`config.mk`:
```
export PLATFORM = sky130hd
export DESIGN_NAME = agu_win_gen
export DESIGN_NICKNAME = d
export VERILOG_FILES = /design/src/rtl/agu_pkg.sv /design/src/rtl/agu_walker.sv /design/src/rtl/agu_clamp_addr.sv /design/src/rtl/agu_wr_seq.sv /design/src/rtl/agu_win_gen.sv
export SDC_FILE = /design/constraint.sdc
export NUM_CORES = 1
export LEC_CHECK = 0
export CAP_MARGIN = 5
export CORE_ASPECT_RATIO = 0.7
export CORE_MARGIN = 2
export CORE_UTILIZATION = 48
export CTS_BUF_LIST = sky130_fd_sc_hd__clkbuf_4 sky130_fd_sc_hd__clkbuf_8 sky130_fd_sc_hd__clkbuf_16
export DETAILED_ROUTE_END_ITERATION = 10
export GPL_TIMING_DRIVEN = 0
export PLACE_DENSITY = 0.72
export REMOVE_ABC_BUFFERS = 1
export SLEW_MARGIN = 10
export SYNTH_ARGS = -nofsm -noshare
export SYNTH_HDL_FRONTEND = slang
export SYNTH_SLANG_ARGS = --single-unit
```
`constraint.sdc`:
```
create_clock -name clk -period 10.65 [get_ports clk]
set_input_delay 1.065 -clock clk [delete_from_list [all_inputs] [get_ports clk]]
set_output_delay 1.065 -clock clk [all_outputs]
set_load 0.05 [all_outputs]
```
`src/rtl/agu_pkg.sv`:
```
package agu_pkg;

  typedef enum logic {
    MODE_FULL  = 1'b0,
    MODE_REUSE = 1'b1
  } fetch_mode_e;

  typedef enum logic {
    ST_IDLE = 1'b0,
    ST_RUN  = 1'b1
  } run_state_e;

  localparam int KSMALL = 3;
  localparam int KLARGE = 5;

endpackage

```
`src/rtl/agu_walker.sv`:
```
// Steps output position and kernel tap in the order the selected fetch style needs.
module agu_walker #(
  parameter int XW  = 8,
  parameter int YW  = 8,
  parameter int KIW = 3
) (
  input  logic                  clk,
  input  logic                  rst,
  input  logic                  load,
  input  logic                  step,
  input  agu_pkg::fetch_mode_e  mode,
  input  logic [XW-1:0]         img_w,
  input  logic [YW-1:0]         img_h,
  input  logic [KIW-1:0]        kdim,
  output logic [XW-1:0]         ox,
  output logic [YW-1:0]         oy,
  output logic [KIW-1:0]        kx,
  output logic [KIW-1:0]        ky,
  output logic                  active
);
  import agu_pkg::*;

  logic [KIW-1:0] klast;
  logic           x_end, y_end, kx_end, ky_end, px_adv, act_n;
  logic [XW-1:0]  ox_n;
  logic [YW-1:0]  oy_n;
  logic [KIW-1:0] kx_n, ky_n;

  assign klast  = kdim - 1'b1;
  assign x_end  = (ox == img_w - 1'b1);
  assign y_end  = (oy == img_h - 1'b1);
  assign kx_end = (kx == klast);
  assign ky_end = (ky == klast);

  always_comb begin
    ox_n   = ox;
    oy_n   = oy;
    kx_n   = kx;
    ky_n   = ky;
    act_n  = active;
    px_adv = 1'b0;
    if (mode == MODE_FULL) begin
      // row of taps inner, rows outer
      if (kx_end) begin
        kx_n = '0;
        if (ky_end) begin
          ky_n   = '0;
          px_adv = 1'b1;
        end else begin
          ky_n = ky + 1'b1;
        end
      end else begin
        kx_n = kx + 1'b1;
      end
    end else begin
      // column of taps inner, columns outer
      if (ky_end) begin
        ky_n = '0;
        if (kx_end) px_adv = 1'b1;
        else        kx_n = kx + 1'b1;
      end else begin
        ky_n = ky + 1'b1;
      end
    end
    if (px_adv) begin
      if (x_end) begin
        ox_n = '0;
        kx_n = '0;
        if (y_end) act_n = 1'b0;
        else       oy_n  = oy + 1'b1;
      end else begin
        ox_n = ox + 1'b1;
        // reuse style keeps the window and fetches only the entering column
        kx_n = (mode == MODE_REUSE) ? klast : '0;
      end
    end
  end

  always_ff @(posedge clk) begin
    if (rst) begin
      ox     <= '0;
      oy     <= '0;
      kx     <= '0;
      ky     <= '0;
      active <= 1'b0;
    end else if (load) begin
      ox     <= '0;
      oy     <= '0;
      kx     <= '0;
      ky     <= '0;
      active <= 1'b1;
    end else if (step && active) begin
      ox     <= ox_n;
      oy     <= oy_n;
      kx     <= kx_n;
      ky     <= ky_n;
      active <= act_n;
    end
  end

endmodule

```
`src/rtl/agu_clamp_addr.sv`:
```
// Applies the tap offset, clamps each axis to the image and forms y*W+x.
module agu_clamp_addr #(
  parameter int XW  = 8,
  parameter int YW  = 8,
  parameter int AW  = 16,
  parameter int KIW = 3
) (
  input  logic [XW-1:0]  ox,
  input  logic [YW-1:0]  oy,
  input  logic [KIW-1:0] kx,
  input  logic [KIW-1:0] ky,
  input  logic [KIW-1:0] krad,
  input  logic [XW-1:0]  img_w,
  input  logic [YW-1:0]  img_h,
  output logic [AW-1:0]  addr
);
  localparam int SX = XW + 2;
  localparam int SY = YW + 2;

  logic signed [SX-1:0] xs;
  logic signed [SY-1:0] ys;
  logic [XW-1:0]        xc;
  logic [YW-1:0]        yc;

  assign xs = $signed({2'b00, ox}) + $signed(SX'(kx)) - $signed(SX'(krad));
  assign ys = $signed({2'b00, oy}) + $signed(SY'(ky)) - $signed(SY'(krad));

  always_comb begin
    if (xs < 0)                          xc = '0;
    else if ($unsigned(xs) >= SX'(img_w)) xc = img_w - 1'b1;
    else                                 xc = xs[XW-1:0];
  end

  always_comb begin
    if (ys < 0)                          yc = '0;
    else if ($unsigned(ys) >= SY'(img_h)) yc = img_h - 1'b1;
    else                                 yc = ys[YW-1:0];
  end

  assign addr = AW'(yc) * AW'(img_w) + AW'(xc);

endmodule

```
`src/rtl/agu_wr_seq.sv`:
```
// Result address counter: one address per accepted result strobe, end-of-job pulse.
module agu_wr_seq #(
  parameter int AW = 16
) (
  input  logic          clk,
  input  logic          rst,
  input  logic          clear,
  input  logic          en,
  input  logic          res_valid,
  input  logic [AW-1:0] total,
  output logic [AW-1:0] wr_addr,
  output logic          wr_valid,
  output logic          last,
  output logic          done
);
  logic [AW-1:0] cnt;

  assign last = wr_valid && (wr_addr == total - 1'b1);

  always_ff @(posedge clk) begin
    if (rst) begin
      cnt      <= '0;
      wr_addr  <= '0;
      wr_valid <= 1'b0;
      done     <= 1'b0;
    end else begin
      done <= last;
      if (clear) begin
        cnt      <= '0;
        wr_valid <= 1'b0;
      end else if (en && res_valid && (cnt < total)) begin
        wr_addr  <= cnt;
        wr_valid <= 1'b1;
        cnt      <= cnt + 1'b1;
      end else begin
        wr_valid <= 1'b0;
      end
    end
  end

endmodule

```
`src/rtl/agu_win_gen.sv`:
```
module agu_win_gen #(
  parameter int XW  = 8,
  parameter int YW  = 8,
  parameter int AW  = 16,
  parameter int KIW = 3
) (
  input  logic          clk,
  input  logic          rst,
  input  logic          start,
  input  logic          cfg_mode,
  input  logic          cfg_big_kernel,
  input  logic [XW-1:0] cfg_width,
  input  logic [YW-1:0] cfg_height,
  input  logic          rd_ready,
  input  logic          res_valid,
  output logic [AW-1:0] rd_addr,
  output logic          rd_valid,
  output logic [AW-1:0] wr_addr,
  output logic          wr_valid,
  output logic          done
);
  import agu_pkg::*;

  run_state_e     state;
  fetch_mode_e    mode_q;
  logic           big_q;
  logic [XW-1:0]  w_q;
  logic [YW-1:0]  h_q;
  logic [AW-1:0]  total_q;
  logic [KIW-1:0] kdim, krad;
  logic           start_acc, busy, advance, wr_last;
  logic [XW-1:0]  ox;
  logic [YW-1:0]  oy;
  logic [KIW-1:0] kx, ky;
  logic           walk_active;
  logic [AW-1:0]  addr_c;

  assign busy      = (state == ST_RUN);
  assign start_acc = start && !busy;
  assign kdim      = big_q ? KIW'(KLARGE) : KIW'(KSMALL);
  assign krad      = kdim >> 1;
  assign advance   = !rd_valid || rd_ready;

  always_ff @(posedge clk) begin
    if (rst) begin
      state   <= ST_IDLE;
      mode_q  <= MODE_FULL;
      big_q   <= 1'b0;
      w_q     <= XW'(1);
      h_q     <= YW'(1);
      total_q <= '0;
    end else if (start_acc) begin
      state   <= ST_RUN;
      mode_q  <= fetch_mode_e'(cfg_mode);
      big_q   <= cfg_big_kernel;
      w_q     <= cfg_width;
      h_q     <= cfg_height;
      total_q <= AW'(cfg_width) * AW'(cfg_height);
    end else if (busy && wr_last) begin
      state <= ST_IDLE;
    end
  end

  agu_walker #(.XW(XW), .YW(YW), .KIW(KIW)) u_walk (
    .clk    (clk),
    .rst    (rst),
    .load   (start_acc),
    .step   (advance && busy),
    .mode   (mode_q),
    .img_w  (w_q),
    .img_h  (h_q),
    .kdim   (kdim),
    .ox     (ox),
    .oy     (oy),
    .kx     (kx),
    .ky     (ky),
    .active (walk_active)
  );

  agu_clamp_addr #(.XW(XW), .YW(YW), .AW(AW), .KIW(KIW)) u_addr (
    .ox    (ox),
    .oy    (oy),
    .kx    (kx),
    .ky    (ky),
    .krad  (krad),
    .img_w (w_q),
    .img_h (h_q),
    .addr  (addr_c)
  );

  // registered read port with hold under back-pressure
  always_ff @(posedge clk) begin
    if (rst) begin
      rd_valid <= 1'b0;
      rd_addr  <= '0;
    end else if (start_acc) begin
      rd_valid <= 1'b0;
    end else if (advance) begin
      rd_valid <= walk_active && busy;
      rd_addr  <= addr_c;
    end
  end

  agu_wr_seq #(.AW(AW)) u_wr (
    .clk       (clk),
    .rst       (rst),
    .clear     (start_acc),
    .en        (busy),
    .res_valid (res_valid),
    .total     (total_q),
    .wr_addr   (wr_addr),
    .wr_valid  (wr_valid),
    .last      (wr_last),
    .done      (done)
  );

endmodule

```
# Word level (Yosys, flattened, before mapping)
# Index checks and enable logic that the tools add are counted.
# word_totals
in_bits	23
reg_bits	109
# classes
n_eq_ne	7
n_bitwise	2
magnitude_cmp	5
n_addsub	14
n_mul	2
reduce_logical	25
mux	29
# op_table
operator	count
2-to-1 mux 8 bit	5
2-to-1 mux 3 bit	11
multiplier 8 x 8 -> 16 bit	2
greater-or-equal comparator 10 x 8 -> 1 bit	2
less-than comparator 10 x 1 -> 1 bit (second input constant)	2
subtractor 9 x 2 -> 10 bit	2
adder 8 x 3 -> 9 bit	2
adder 16 x 1 -> 16 bit (second input constant)	1
adder 16 x 8 -> 16 bit	1
adder 8 x 1 -> 8 bit (second input constant)	2
== test 16 bit	1
== test 8 bit	2
less-than comparator 16 bit	1
subtractor 16 x 1 -> 16 bit (second input constant)	1
subtractor 8 x 1 -> 8 bit (second input constant)	2
2-to-1 mux 1 bit	13
nonzero test 2 bit	6
logical AND 1 bit	8
AND reduction 2 bit	4
AND reduction 4 bit	2
adder 3 x 1 -> 3 bit (second input constant)	2
== test 3 bit	2
inequality test 3 x 1 -> 1 bit (second input constant)	1
inequality test 3 bit (second input constant)	1
6 further kinds	8

# Longest topological paths before layout
# depth
depth_word	9
ltp_mapped	34
depth_no_buf	33

# Modules after synthesis
# A second synthesis with hierarchy kept.
# hier_totals
hier_cells	1510
area_unflattened_um2	12164.2
# modules_own_cells
mod	area_per_inst_um2	cells_per_inst	seq_area_each_um2	instances
agu_clamp_addr	3922.5	501	0.0	1
agu_win_gen	3886.2	465	1041.0	1
agu_wr_seq	2627.5	324	680.7	1
agu_walker	1727.9	220	460.4	1

# Least setup slack after synthesis
# No wires, ideal clock.
# synth_path
kind	register to register
startpoint	reg big_q
endpoint	reg rd_addr[15]
t_arrival_ns	7.181
setup_ns	0.074
n_path_buf	1
path_stages_with_launch	32
slack_ns	3.395
path_cell_list	dfxtp_1 -> inv_1 -> ha_1 -> inv_1 -> ha_1 -> fa_1 -> a21oi_1 -> o21bai_1 -> xor2_1 -> ha_1 -> and3_1 -> a21oi_1 -> o21ai_0 -> o221ai_1 -> clkbuf_1 -> nand3_1 -> a21o_1 -> fa_1 -> fa_1 -> inv_1 -> fa_1 -> inv_1 -> fa_1 -> inv_1 -> ha_1 -> o21a_1 -> o31a_1 -> o211ai_1 -> a21oi_1 -> nor3_1 -> or3_1 -> a31oi_1
# synth_via
elab_chain_len	7
# synth_rtl
item	line	source
start, declared	agu_win_gen.sv:26	logic big_q;
start signal, assigned	agu_win_gen.sv:55	big_q <= cfg_big_kernel;
2-to-1 mux 3 bit *	agu_win_gen.sv:40	assign kdim = big_q ? KIW'(KLARGE) : KIW'(KSMALL);
subtractor 9 x 2 -> 10 bit	agu_clamp_addr.sv:26	assign ys = $signed({2'b00, oy}) + $signed(SY'(ky)) - $signed(SY'(krad));
greater-or-equal comparator 10 x 8 -> 1 bit	agu_clamp_addr.sv:36	else if ($unsigned(ys) >= SY'(img_h)) yc = img_h - 1'b1;
2-to-1 mux 8 bit	agu_clamp_addr.sv:36	
2-to-1 mux 8 bit	agu_clamp_addr.sv:35	if (ys < 0) yc = '0;
multiplier 8 x 8 -> 16 bit	agu_clamp_addr.sv:40	assign addr = AW'(yc) * AW'(img_w) + AW'(xc);
adder 16 x 8 -> 16 bit *	agu_clamp_addr.sv:40	
end signal, assigned	agu_win_gen.sv:100	rd_addr <= addr_c;
end, declared	agu_win_gen.sv:16	output logic [AW-1:0] rd_addr,
# Mark *: on every way between the ends. The rest lies on a longest branch, timed or not.
# A chain may end at the register's enable or synchronous reset.

# Worst setup path after layout
# Ends and elaborated chain as after synthesis.

==> reports/metrics.cfg <==
[clocking]
cts_setup_buffers=0
numCtsBuffers=9
cts.repair.resized=0
cts_tree=yes
clock_path_buffers=2
cts_root_buffer=clkbuf_16
path_clk_slew_ns=0.09
clock_sinks=109
cts_htree_levels=3
cts_hold_buf=0
clk_latency_ns=0.37

[synth]
synth_ff_type=dfxtp_1
synth_top_area_frac=0.1817
yosys_register_bits=109
seq_area_frac_synth=0.1817
synth_common_cells=inv_1, nand2_1, ha_1
synth_most_common_cell=inv_1
ys_async_sr_fraction=0
synth_edf_count=0
ys_types=84
ys_warn_count=0
syn_inst=1466
synth_area_leaders=dfxtp_1, ha_1, fa_1
synth_top_area_cell=dfxtp_1
syn-mean-instance-area_um2=8.193
netlist_area_mm2=0.01201

[grt]
grt_util_met2=0.3323
antenna_found_initial=0
track_usage=0.2292
grt_max_degree=71
top_usage_layer=met1
met1_usage=0.3563
gr-usage-met3=0.03924
grt_pass1_vias=9698
grt_overflow=0
grt_first_pass_wirelength_um=48270

[job]
drv_cap=0

[power]
leakage_nw=5.748
switching_share=0.4113
p_seq_frac=0.322
p_sw_uw=609.2
p_int_uw=872.0
ir_drop_mv=0.08003
p_comb_frac=0.434
clkPwrFrac=0.243
power_density_mw_per_mm2=113.2
power.total_mw=1.481

[routing]
post_drt_wl_per_cell_um=16.25
ant_nets=0
wirelength_um=29280
drc=0
vias_per_cell=5.706
vias=10283
first_iter_violations=791
dr.pass1.iters=6

[placement]
dp.final_hpwl_um=22630
place.gp.congestion=0.8850
portBuffers=57

[setup_path]
r2r_cells=30
worst_setup_path_end_kind=flop
crit_required_ns=10.95
cpPeakStageDelay_ns=0.77
slowest_stage=o221ai_1
setup.worst_path.start_class=flop
path_class=reg2reg
cp.arrival_ns=8.86
crit_fanout=14

[sta]
setup_viol=0
rsz0062_at_grt=no
skew_ns=0.02113
maxSlewHeadroom=0.2774
min_period_ns=8.564
min_period_over_period=0.8041
maxSlewViolCount=0
hold_violations=0
fmax_mhz=116.8
tightestPinTransition_ns=1.080
tns_ns=0

[cells_and_area]
fin_nets=1721
final_layout_size_suffix_gt1_frac=0.03791
area_growth_pct=8.948
n_antenna_cell=0

[floorplan]
start_util=0.4878
coreArea_mm2=0.02462
die_h_um=136.3
rows=48
design.die.area_mm2=0.02632
io_pins=58
die_w_um=193.1

[hold_path]
holdPathStages=2
holdCritPathClass=reg2reg

[status]
outcome=finished, final reports clean

## area by class of cell
type	count	area (um2)
repair buffers	60	630.6
multi-input cells	1099	8825
clock inverters	7	91.34
clock buffers	9	225.2
fillers	2343	11540
well taps	325	406.6
flip-flops and latches	109	2182
inverters	193	724.4
## state kept, by name, indices dropped and copies added, names as in the netlist
| signal | cells |
|---|---|
| rd_valid | 1 |
| u_wr.done | 1 |
| u_walk.kx | 3 |
| u_walk.ox | 8 |
| big_q | 1 |
| busy | 1 |
| rd_addr | 16 |
| u_wr.cnt | 16 |
| u_wr.wr_valid | 1 |
| u_walk.active | 1 |
| u_walk.ky | 3 |
| w_q | 8 |
| u_wr.wr_addr | 16 |
| mode_q | 1 |
| total_q | 16 |
| h_q | 8 |
| u_walk.oy | 8 |
## placed cells by master (no fill, tap or decap), types with 4 or more instances in the layout
master and count:
o311ai_0 8, a211oi_1 7, and4_1 4, and3_1 22, inv_1 193, a21o_1 19
nor3_1 29, xnor2_1 55, ha_1 142, a31oi_1 7, nand3_1 43, or4_1 11
or2_2 5, o21bai_1 6, o21a_1 23, or3_1 14, nor2_1 80, xor2_1 19
nor2b_1 7, o211ai_1 10, clkbuf_16 9, a21oi_1 119, o31ai_1 5, o21ai_1 8
and2_1 37, clkdlybuf4s50_1 56, mux2i_1 24, a41o_1 4, fa_1 84, nand2b_1 8
nand2_1 147, dfxtp_1 109, o21ai_0 55, nor4_1 5, nand4_1 16
## final timing paths
path	start	slack, ns	end
min reg2reg	rd_addr[9]$_SDFFE_PP0P_	0.46	rd_addr[9]$_SDFFE_PP0P_
max reg2reg	big_q$_SDFFE_PP0P_	2.09	rd_addr[15]$_SDFFE_PP0P_
max	big_q$_SDFFE_PP0P_	2.09	rd_addr[15]$_SDFFE_PP0P_
min	rd_addr[9]$_SDFFE_PP0P_	0.46	rd_addr[9]$_SDFFE_PP0P_
## layer usage
metal	routed length [um]	share of wire	up-vias
met1	15220	0.52	4942
met4	263	0.0090	0
met2	11780	0.40	289
li1	-	-	5026
met5	0	0	-
met3	2012	0.069	26
## through the flow
step	worst slack [ns]	hold slack, ns	cells	cell area, um2	utilization
after floorplan	3.260	0.4487	1401	11700	-
after global placement	2.314	0.4405	1783	12680	0.5148
after detailed placement	2.161	0.4471	1786	12760	0.5183
after CTS	2.156	0.4599	1802	13080	0.5312
after global routing	1.541	0.4716	1802	13090	0.5314
final	2.086	0.4560	1802	13090	0.5314
## power groups by stage
stage / registers [mW] / logic, mW / clock network [mW]
floorplan: 0.478 / 0.475 / 0
global placement: 0.484 / 0.615 / 0
detailed placement: 0.484 / 0.634 / 0
CTS: 0.475 / 0.639 / 0.370
global route: 0.482 / 0.724 / 0.383
finish: 0.478 / 0.643 / 0.360
## cell families (layout without fill, tap and decap cells)
logic type	Yosys count	in the layout	synth area share
xor+xnor	81	81	0.06730
fa+ha+maj	226	226	0.2879
mux	24	24	0.02000
buf+inv	258	269	0.08626
flops	109	109	0.1817
simple gates	455	455	0.1924
compound gates	313	313	0.1644
## worst max-delay path, delay by kind of cell (launching register included)
| kind | cells | cell delay (ns) |
|---|---|---|
| buffers and inverters | 5 | 0.41 |
| flip-flops | 1 | 0.58 |
| XOR/XNOR | 1 | 0.23 |
| adder cells (fa/ha/maj) | 9 | 3.67 |
| AND/OR/NAND/NOR | 4 | 1.16 |
| AO/OA/AOI/OAI | 11 | 2.45 |
(Power assumes the default switching activity.)
